[config.mk]
export PLATFORM = sky130hd
export DESIGN_NAME = blk_addr_seq
export DESIGN_NICKNAME = d
export VERILOG_FILES = /design/src/rtl/blkseq_pkg.sv /design/src/rtl/blkseq_plan.sv /design/src/rtl/blkseq_pick.sv /design/src/rtl/blk_addr_seq.sv
export SDC_FILE = /design/constraint.sdc
export NUM_CORES = 1
export LEC_CHECK = 0
export ABC_AREA = 1
export BUFFER_PORTS_ARGS = -buffer_cell sky130_fd_sc_hd__buf_4
export CAP_MARGIN = 20
export CORE_UTILIZATION = 34
export CTS_CLUSTER_DIAMETER = 80
export DETAILED_ROUTE_END_ITERATION = 8
export SKIP_LAST_GASP = 1
export SLEW_MARGIN = 20
export SYNTH_ARGS = -nofsm -noshare
export SYNTH_HDL_FRONTEND = slang
export SYNTH_HIERARCHICAL = 1
export SYNTH_SLANG_ARGS = --single-unit
[constraint.sdc]
create_clock -name clk -period 16.1 [get_ports clk]
set_clock_uncertainty 0.2 [all_clocks]
set_input_delay 4.025 -clock clk [delete_from_list [all_inputs] [get_ports clk]]
set_output_delay 4.025 -clock clk [all_outputs]
set_load 0.1 [all_outputs]
[src/rtl/blkseq_pkg.sv]
package blkseq_pkg;

  typedef enum logic [1:0] {
    SEQ_IDLE = 2'd0,
    SEQ_RUN  = 2'd1,
    SEQ_DONE = 2'd2
  } seq_state_e;

endpackage

[src/rtl/blkseq_plan.sv]
// Combinational command planner: word count, first address, final base,
// write-back decision and legality.
module blkseq_plan #(
  parameter int AW   = 32,
  parameter int NREG = 16,
  parameter int WB   = 4,
  localparam int IW  = $clog2(NREG),
  localparam int CW  = $clog2(NREG + 1)
) (
  input  logic [AW-1:0]   base,
  input  logic [NREG-1:0] list,
  input  logic            pre,
  input  logic            up,
  input  logic            wback,
  input  logic            load,
  input  logic [IW-1:0]   base_idx,
  output logic [AW-1:0]   start_addr,
  output logic [AW-1:0]   final_base,
  output logic            wb_en,
  output logic            err
);

  logic [CW-1:0] cnt;
  logic [AW-1:0] span;
  logic          self_load;

  always_comb begin
    cnt = '0;
    for (int i = 0; i < NREG; i++) begin
      cnt = cnt + CW'(list[i]);
    end
  end

  assign span = AW'(cnt) * AW'(WB);

  always_comb begin
    unique case ({pre, up})
      2'b01:   start_addr = base;
      2'b11:   start_addr = base + AW'(WB);
      2'b00:   start_addr = base - span + AW'(WB);
      default: start_addr = base - span;
    endcase
  end

  assign err        = (base_idx == IW'(NREG - 1)) || (list == '0);
  assign self_load  = load && list[base_idx];
  assign wb_en      = wback && !err && !self_load;
  assign final_base = !wb_en ? base : (up ? base + span : base - span);

endmodule

[src/rtl/blkseq_pick.sv]
// Lowest-set-bit selector over the remaining register mask.
module blkseq_pick #(
  parameter int NREG = 16,
  localparam int IW  = $clog2(NREG)
) (
  input  logic [NREG-1:0] mask,
  output logic [IW-1:0]   idx,
  output logic            any,
  output logic            one_left
);

  always_comb begin
    idx = '0;
    for (int i = NREG - 1; i >= 0; i--) begin
      if (mask[i]) idx = IW'(i);
    end
  end

  assign any      = |mask;
  assign one_left = any && ((mask & (mask - NREG'(1))) == '0);

endmodule

[src/rtl/blk_addr_seq.sv]
module blk_addr_seq #(
  parameter int AW   = 32,
  parameter int NREG = 16,
  parameter int WB   = 4,
  localparam int IW  = $clog2(NREG)
) (
  input  logic            clk,
  input  logic            rst_n,
  input  logic            cmd_valid,
  output logic            cmd_ready,
  input  logic [AW-1:0]   cmd_base,
  input  logic [NREG-1:0] cmd_list,
  input  logic            cmd_pre,
  input  logic            cmd_up,
  input  logic            cmd_wback,
  input  logic            cmd_load,
  input  logic [IW-1:0]   cmd_base_idx,
  output logic            beat_valid,
  input  logic            beat_ready,
  output logic [AW-1:0]   beat_addr,
  output logic [IW-1:0]   beat_reg,
  output logic            beat_seq,
  output logic            beat_last,
  output logic            busy,
  output logic            done,
  output logic            done_err,
  output logic            done_wb_en,
  output logic [AW-1:0]   done_base
);
  import blkseq_pkg::*;

  seq_state_e      state_q;
  logic [AW-1:0]   addr_q;
  logic [NREG-1:0] mask_q;
  logic            first_q;
  logic [AW-1:0]   fin_q;
  logic            wb_q;
  logic            err_q;

  logic [AW-1:0]   p_start;
  logic [AW-1:0]   p_final;
  logic            p_wb;
  logic            p_err;
  logic [IW-1:0]   pick_idx;
  logic            pick_any;
  logic            pick_one;
  logic            accept;
  logic            step;
  logic [NREG-1:0] clr_bit;

  blkseq_plan #(.AW(AW), .NREG(NREG), .WB(WB)) u_plan (
    .base       (cmd_base),
    .list       (cmd_list),
    .pre        (cmd_pre),
    .up         (cmd_up),
    .wback      (cmd_wback),
    .load       (cmd_load),
    .base_idx   (cmd_base_idx),
    .start_addr (p_start),
    .final_base (p_final),
    .wb_en      (p_wb),
    .err        (p_err)
  );

  blkseq_pick #(.NREG(NREG)) u_pick (
    .mask     (mask_q),
    .idx      (pick_idx),
    .any      (pick_any),
    .one_left (pick_one)
  );

  assign cmd_ready = (state_q == SEQ_IDLE);
  assign accept    = cmd_valid && cmd_ready;
  assign step      = (state_q == SEQ_RUN) && beat_ready && pick_any;
  assign clr_bit   = NREG'(1) << pick_idx;

  always_ff @(posedge clk) begin
    if (!rst_n) begin
      state_q <= SEQ_IDLE;
      addr_q  <= '0;
      mask_q  <= '0;
      first_q <= 1'b0;
      fin_q   <= '0;
      wb_q    <= 1'b0;
      err_q   <= 1'b0;
    end else begin
      unique case (state_q)
        SEQ_IDLE: begin
          if (accept) begin
            addr_q  <= p_start;
            mask_q  <= p_err ? '0 : cmd_list;
            first_q <= 1'b1;
            fin_q   <= p_final;
            wb_q    <= p_wb;
            err_q   <= p_err;
            state_q <= p_err ? SEQ_DONE : SEQ_RUN;
          end
        end
        SEQ_RUN: begin
          if (step) begin
            addr_q  <= addr_q + AW'(WB);
            mask_q  <= mask_q & ~clr_bit;
            first_q <= 1'b0;
            if (pick_one) state_q <= SEQ_DONE;
          end
        end
        default: state_q <= SEQ_IDLE;
      endcase
    end
  end

  assign beat_valid = (state_q == SEQ_RUN);
  assign beat_addr  = addr_q;
  assign beat_reg   = pick_idx;
  assign beat_seq   = !first_q;
  assign beat_last  = pick_one;
  assign busy       = (state_q == SEQ_RUN);
  assign done       = (state_q == SEQ_DONE);
  assign done_err   = err_q;
  assign done_wb_en = wb_q;
  assign done_base  = fin_q;

endmodule

After elaboration in Yosys (flattened, before gate mapping)
Index checks and enable logic that the tools add are counted.
Widths: inputs -> output; s select.
{"block": "totals", "latch_bits": 0, "register_bits": 85, "output_inout_bits": 76, "mem_bits_ro": 0, "mem_count": 0, "in_bits": 60, "ram_bits": 0}
{"block": "classes", "order_cmp": 1, "mux": 36, "n_addsub": 21, "reduce_logical": 20, "n_bitwise": 3, "multipliers": 0, "eq_ne": 8, "div_mod_pow": 0, "n_shift": 1}
{"operator": "$mux 32", "n": 4}
{"operator": "$add 32x3->32 const B", "n": 3}
{"operator": "$pmux 32 s3", "n": 1}
{"operator": "$add 5x1->5", "n": 14}
{"operator": "$mux 4", "n": 16}
{"operator": "$pmux 32 s2", "n": 1}
{"operator": "$mux 16", "n": 3}
{"operator": "$add 32x7->32", "n": 1}
{"operator": "$and 16x16->16", "n": 2}
{"operator": "$logic_not 16->1", "n": 2}
{"operator": "$pmux 16 s2", "n": 1}
{"operator": "$sub 32x7->32", "n": 1}
{"operator": "$not 16->16", "n": 1}
{"operator": "$reduce_or 16->1", "n": 1}
{"operator": "$shl 1x4->16 const A", "n": 1}
{"operator": "$sub 16x1->16 const B", "n": 1}
{"operator": "$mux 2", "n": 4}
{"operator": "$logic_and 1x1->1", "n": 7}
{"operator": "$ne 2x1->1 const B", "n": 3}
{"operator": "$reduce_and 3->1", "n": 2}
{"operator": "$lt 4x5->1 const B", "n": 1}
{"operator": "$bmux 1 s4", "n": 1}
{"operator": "$eq 2x1->1 const B", "n": 2}
{"operator": "$eq 2x2->1 const B", "n": 2}
{"operator": "other kinds (10)", "n": 15}

Logic depth before layout (Yosys ltp)
{"block": "depth", "depth_word": 21, "mapped_depth": 35, "ltp_nobuf": 35}

Modules after synthesis
The synthesis kept the hierarchy.
{"module": "blkseq_plan", "seq_area_each_um2": 0.0, "n_inst": 1, "cells_each": 1003, "area_per_inst_um2": 5240.0}
{"module": "blk_addr_seq", "seq_area_each_um2": 1701.6, "n_inst": 1, "cells_each": 673, "area_per_inst_um2": 4290.4}
{"module": "blkseq_pick", "seq_area_each_um2": 0.0, "n_inst": 1, "cells_each": 71, "area_per_inst_um2": 344.1}

Least setup slack after synthesis
Ideal clock, no wire load.
{"block": "synth_path", "path_kind": "input to register", "start": "in cmd_list[0]", "end": "reg addr_q[30] (netlist: beat_addr[30])", "arrival_ns": 9.130, "setup_slack_ns": 6.699, "cell_stages": 29, "setup_time_ns": 0.070, "path_buffers": 0, "cell_sequence": "inv_1 > fa_1 > fa_1 > fa_1 > fa_1 > inv_1 > ha_1 > fa_1 > fa_1 > inv_1 > nand2_1 > nand2_1 > ha_1 > inv_1 > a21oi_1 > nand3_1 > nor2_1 > nand3_1 > nor2_4 > nand3_4 > nor2_8 > nand2_1 > nand2_1 > nand3_1 > a21oi_2 > nor2_1 > nor2_1 > nand2_1 > a21oi_1"}
{"block": "synth_between", "elab_chain_len": 20}
{"item": "start, declared", "line": "blk_addr_seq.sv:12", "rtl": "input logic [NREG-1:0] cmd_list,"}
{"item": "$add 1x1->2 *", "line": "blkseq_plan.sv:30", "rtl": "cnt = cnt + CW'(list[i]);"}
{"item": "$add 5x1->5 * (14 in series)", "line": "blkseq_plan.sv:30"}
{"item": "$sub 32x7->32 *", "line": "blkseq_plan.sv:40, blkseq_plan.sv:41"}
{"item": "$add 32x3->32", "line": "blkseq_plan.sv:40", "rtl": "2'b00: start_addr = base - span + AW'(WB);"}
{"item": "$pmux 32 s3 *", "line": "blkseq_plan.sv:37", "rtl": "unique case ({pre, up})"}
{"item": "net p_start[30]", "line": "blk_addr_seq.sv:40", "rtl": "logic [AW-1:0] p_start;"}
{"item": "$mux 32 *", "line": "blk_addr_seq.sv:89", "rtl": "if (accept) begin"}
{"item": "$pmux 32 s2 *", "line": "blk_addr_seq.sv:87", "rtl": "unique case (state_q)"}
{"item": "end signal, assigned", "line": "blk_addr_seq.sv:90", "rtl": "addr_q <= p_start;"}
{"item": "end signal, assigned", "line": "blk_addr_seq.sv:101", "rtl": "addr_q <= addr_q + AW'(WB);"}
{"item": "end, declared", "line": "blk_addr_seq.sv:33", "rtl": "logic [AW-1:0] addr_q;"}
The timed path passes the listed nets; every way through them passes the cells marked *. The select of a mux whose other input is x is not followed.
A chain may end at the register's enable or synchronous reset.

Final worst setup path
{"block": "layout_path", "start": "in cmd_list[1]", "end": "reg addr_q[26] (netlist: beat_addr[26])"}
Same word-level chain as after synthesis.

==> impl_summary.md <==
Final layout
The final-stage net count is 1908. After routing the design area is 11300 um^2. The share of cells above drive strength 1 is 0.146. The area growth from synthesis to layout is 13.9%. 0 antenna diodes ended up in the layout.

Routing
Summed over all layers, the routed wires come to 36100 um. In this run the remaining antenna-violating nets after routing total 0. Dividing the detail-routed via count by the number of cells gives 5.29.

The first TritonRoute pass finished after 5 iterations. After detailed routing, the average wire length per cell comes to 16.4 um. The DRC violation count after routing is 0. The violation count after the first detailed-routing iteration is 1062. The number of vias in the routed layout is 11700.

Die
The floorplan step defined a die boundary enclosing 29700 um^2. The placement row count is 62. The y dimension of the die is 172 um.

During I/O placement, the number of pins put on the boundary was 136. The die is 172 um wide. The starting density of the core is 0.345.

The placeable core region is 28600 um^2.

Synthesis
The total of flip-flops plus latches after synthesis is 85. The area fraction in compound gates after synthesis came to 0.193. The fraction of registers with async set/reset is 0. Yosys instantiated no cell more often than sky130_fd_sc_hd__nand2_1. For this run, the register share of the synthesized area comes to 0.172. The commonest register cell after synthesis is sky130_fd_sc_hd__dfxtp_1. By count the netlist is led by sky130_fd_sc_hd__nand2_1 (455), sky130_fd_sc_hd__nor2_1 (261), sky130_fd_sc_hd__inv_1 (163). Of the total synthesized cell area, the portion taken by XOR and XNOR cells is 0.0177. Ranked by total cell area, the synthesized netlist is headed by sky130_fd_sc_hd__nand2_1 (17%), sky130_fd_sc_hd__dfxtp_1 (17%), sky130_fd_sc_hd__nor2_1 (9.9%). The library cell with the largest summed area after synthesis is sky130_fd_sc_hd__nand2_1.

The area share of and/or/nand/nor cells after synthesis is 0.448. The mux share of post-synthesis cell area is 0. The total nets after synthesis is 1841.

The count of flip-flops with a built-in enable after synthesis is 0. The cell count after synthesis came out at 1747. The synthesized netlist contains 50 unique library cells. The cell area after synthesis is 9870 um^2. The count of synthesis-stage warnings from yosys is 6. Of the post-synthesis cell area, the dominant cell type holds 0.173. The dominant combinational cell family by area after synthesis is simple AND/OR/NAND/NOR gates. The post-synthesis share of cell area spent on full adders, half adders and majority gates is 0.0522. The synthesized area per cell is 5.65 um^2.

Clock network
The maximum clock path buffer count is 2. The clock-pin slew of the registers on the worst-case setup and hold paths is 0.07 ns. Once the clock tree was built, the setup fixing pass inserted 0 buffers. The later pin in the worst-skew pair is clocked with a latency of 0.36 ns. The number of buffers inserted for hold repair after clock tree synthesis is 0. The clock tree synthesis step divided the H-tree into 3 levels.

The number of sinks on the clock net is 85. The number of resized instances in the post-cts repair step is 0. The clock root buffer master is sky130_fd_sc_hd__clkbuf_16. Clock tree synthesis inserted a total of 9 buffers.

TritonCTS built the clock tree.

STA
The worst path setup slack after routing is 6.14 ns. The final-report setup violation count is 0. At the pin with the least slew margin, the transition time is 0.931 ns. For the final routed database, the setup TNS stands at 0 ns. The fmax is 100 MHz. Setup repair after global routing left no endpoint under its margin. Counting I/O delays and the setup requirement, the final critical path takes 9.96 ns. The final hold violation count is 0. The final max-slew violation count was 0. Measured against its own limit, the worst slew margin works out to 0.379. The period utilization is 0.618.

Setup path
The startpoint identified for the worst register-to-register timing path is mask_q[15]. STA puts the critical path data required time at 16.19 ns. The most used cell along the critical path is sky130_fd_sc_hd__nand2_1. The setup slack on the worst flop-to-flop path is 13.35 ns.

The delay of the slowest cell on the worst path is 0.54 ns. The arrival time at the worst endpoint is 10.04 ns. The depth of the worst register-to-register path is 11. The biggest fanout along the worst timing path is 13. The largest delay contributor family on the critical path is adder cells. Together, buffers and inverters on the worst path number 5.

In this run the critical register-to-register path is captured at mask_q[14]. The critical setup path kind is primary input to flip-flop. STA classifies the critical path endpoint as a flip-flop.

STA classifies the critical path startpoint as a primary input. For this design, the slowest cell found on the critical path is sky130_fd_sc_hd__fa_1.

Placement
At the end of routability-driven placement, the weighted congestion stood at 0.945. The pre-CTS worst setup slack is 5.82 ns. The placed instances occupy a cell area of 11000 um^2. The HPWL after detailed placement is 28100 um. The number of input and output port buffers inserted is 135.

GRT
The via count of the first global-routing pass is 10800. The initial antenna violation count is 0. After global routing the overflow that remains totals 0. The global-route wire length before repair is 56700 um. For this run, the total global-route usage over all layers was measured as 0.244. Entering global routing, the biggest net connects 54 pins.

Min path
For hold timing, the worst endpoint is mask_q[13]. The number of stages on the worst hold path is 2. The hold path startpoint is mask_q[13]. The worst hold path belongs to the class flip-flop to flip-flop.

Pwr
The sequential share of power is 0.192. The worst-case IR drop observed on VDD is 0.0780 mV. The clock network power share is 0.139.

The leakage power total is 4.97 nW. The cell internal power dissipation is 0.618 mW. The net switching share of the total power is 0.596. The portion of total power attributed to combinational logic is 0.669. The power per cell area is 136 nW/um^2. In this run the power spent charging and discharging nets is 0.912 mW. The completed layout was analyzed and its total power is 1.53 mW.

Job
The number of max-cap violations is 0.

Run status
The run finished with clean final reports.
-- sequential cells by signal, summed over array words and instances, names as in the netlist --
| signal | count |
|---|---|
| first_q | 1 |
| beat_addr | 32 |
| done_err | 1 |
| state_q | 2 |
| mask_q | 16 |
| done_base | 32 |
| done_wb_en | 1 |
-- power by group through the flow --
stage	sequential [mW]	combinational, mW	clock (mW)
6_report	0.294	1.02	0.212
5_1_grt	0.301	1.12	0.226
4_1_cts	0.295	1.02	0.217
3_5_place_dp	0.300	1.02	0
3_3_place_gp	0.299	1.01	0
2_1_floorplan	0.525	0.577	0
-- worst min-delay path: cells and delay by family, from the launching register on --
kind            cells  cell delay, ns
flops               1            0.32
simple gates        1            0.07
compound gates      1            0.05
-- layer usage --
metal,global-route usage,share of wire,vias up
li1,-,-,5815
met1,0.311,0.43,5400
met2,0.421,0.49,372
met3,0.0272,0.050,66
met4,0.0889,0.030,0
met5,0,0,-
-- cell usage in the layout (no fill, tap or decap), types with 5 or more instances in the layout --
| cell type | count |
|---|---|
| sky130_fd_sc_hd__inv_2 | 18 |
| sky130_fd_sc_hd__fa_1 | 12 |
| sky130_fd_sc_hd__o22ai_1 | 11 |
| sky130_fd_sc_hd__nor3_1 | 17 |
| sky130_fd_sc_hd__xor2_1 | 19 |
| sky130_fd_sc_hd__nor2_2 | 19 |
| sky130_fd_sc_hd__buf_4 | 142 |
| sky130_fd_sc_hd__nand2_1 | 455 |
| sky130_fd_sc_hd__o211ai_1 | 11 |
| sky130_fd_sc_hd__inv_1 | 163 |
| sky130_fd_sc_hd__nor4_1 | 9 |
| sky130_fd_sc_hd__nor2_4 | 17 |
| sky130_fd_sc_hd__nand3_2 | 9 |
| sky130_fd_sc_hd__o21ai_1 | 13 |
| sky130_fd_sc_hd__nand2_2 | 27 |
| sky130_fd_sc_hd__clkbuf_16 | 9 |
| sky130_fd_sc_hd__nor2_1 | 261 |
| sky130_fd_sc_hd__a21oi_1 | 143 |
| sky130_fd_sc_hd__dfxtp_1 | 85 |
| sky130_fd_sc_hd__nand3b_1 | 5 |
| sky130_fd_sc_hd__o21ai_0 | 117 |
| sky130_fd_sc_hd__a22oi_1 | 21 |
| sky130_fd_sc_hd__nand4_1 | 22 |
| sky130_fd_sc_hd__nand3_1 | 140 |
| sky130_fd_sc_hd__ha_1 | 21 |
| sky130_fd_sc_hd__o21a_1 | 5 |
-- cell type report --
cell class                      count  area (um^2)
Fill cell                        3209        17400
Multi-Input combinational cell   1392         7030
Sequential cell                    85         1700
Timing Repair Buffer              142         1070
Inverter                          184          691
Tap cell                          384          480
Clock buffer                        9          225
Clock inverter                      7         58.8
-- worst max path at each step --
stage | startpoint | end | slack, ns | depth (start not counted)
3_5_place_dp | cmd_list[1] | beat_addr[26] | 5.82 | 31
5_1_grt | cmd_list[1] | beat_addr[26] | 5.69 | 31
3_3_place_gp | cmd_list[1] | beat_addr[26] | 5.85 | 31
2_1_floorplan | cmd_list[0] | beat_addr[30] | 6.70 | 29
4_1_cts | cmd_list[1] | beat_addr[26] | 6.19 | 31
6_report | cmd_list[1] | beat_addr[26] | 6.14 | 31
-- cell families (layout without fill, tap and decap cells) --
group,after synthesis,in the layout
fa+ha+maj,34,34
compound gates,343,343
buf+inv,270,342
simple gates,995,995
flops,85,85
xor+xnor,20,20
-- per-stage QoR --
| step | util | cells | hold slack, ns |
|---|---|---|---|
| after floorplan | - | 1747 | 0.240 |
| after global placement | 0.383 | 2187 | 0.274 |
| after detailed placement | 0.383 | 2187 | 0.280 |
| after CTS | 0.393 | 2203 | 0.291 |
| after global routing | 0.393 | 2203 | 0.315 |
| final | 0.393 | 2203 | 0.285 |
Note: power is estimated with default switching activity, not from simulation.
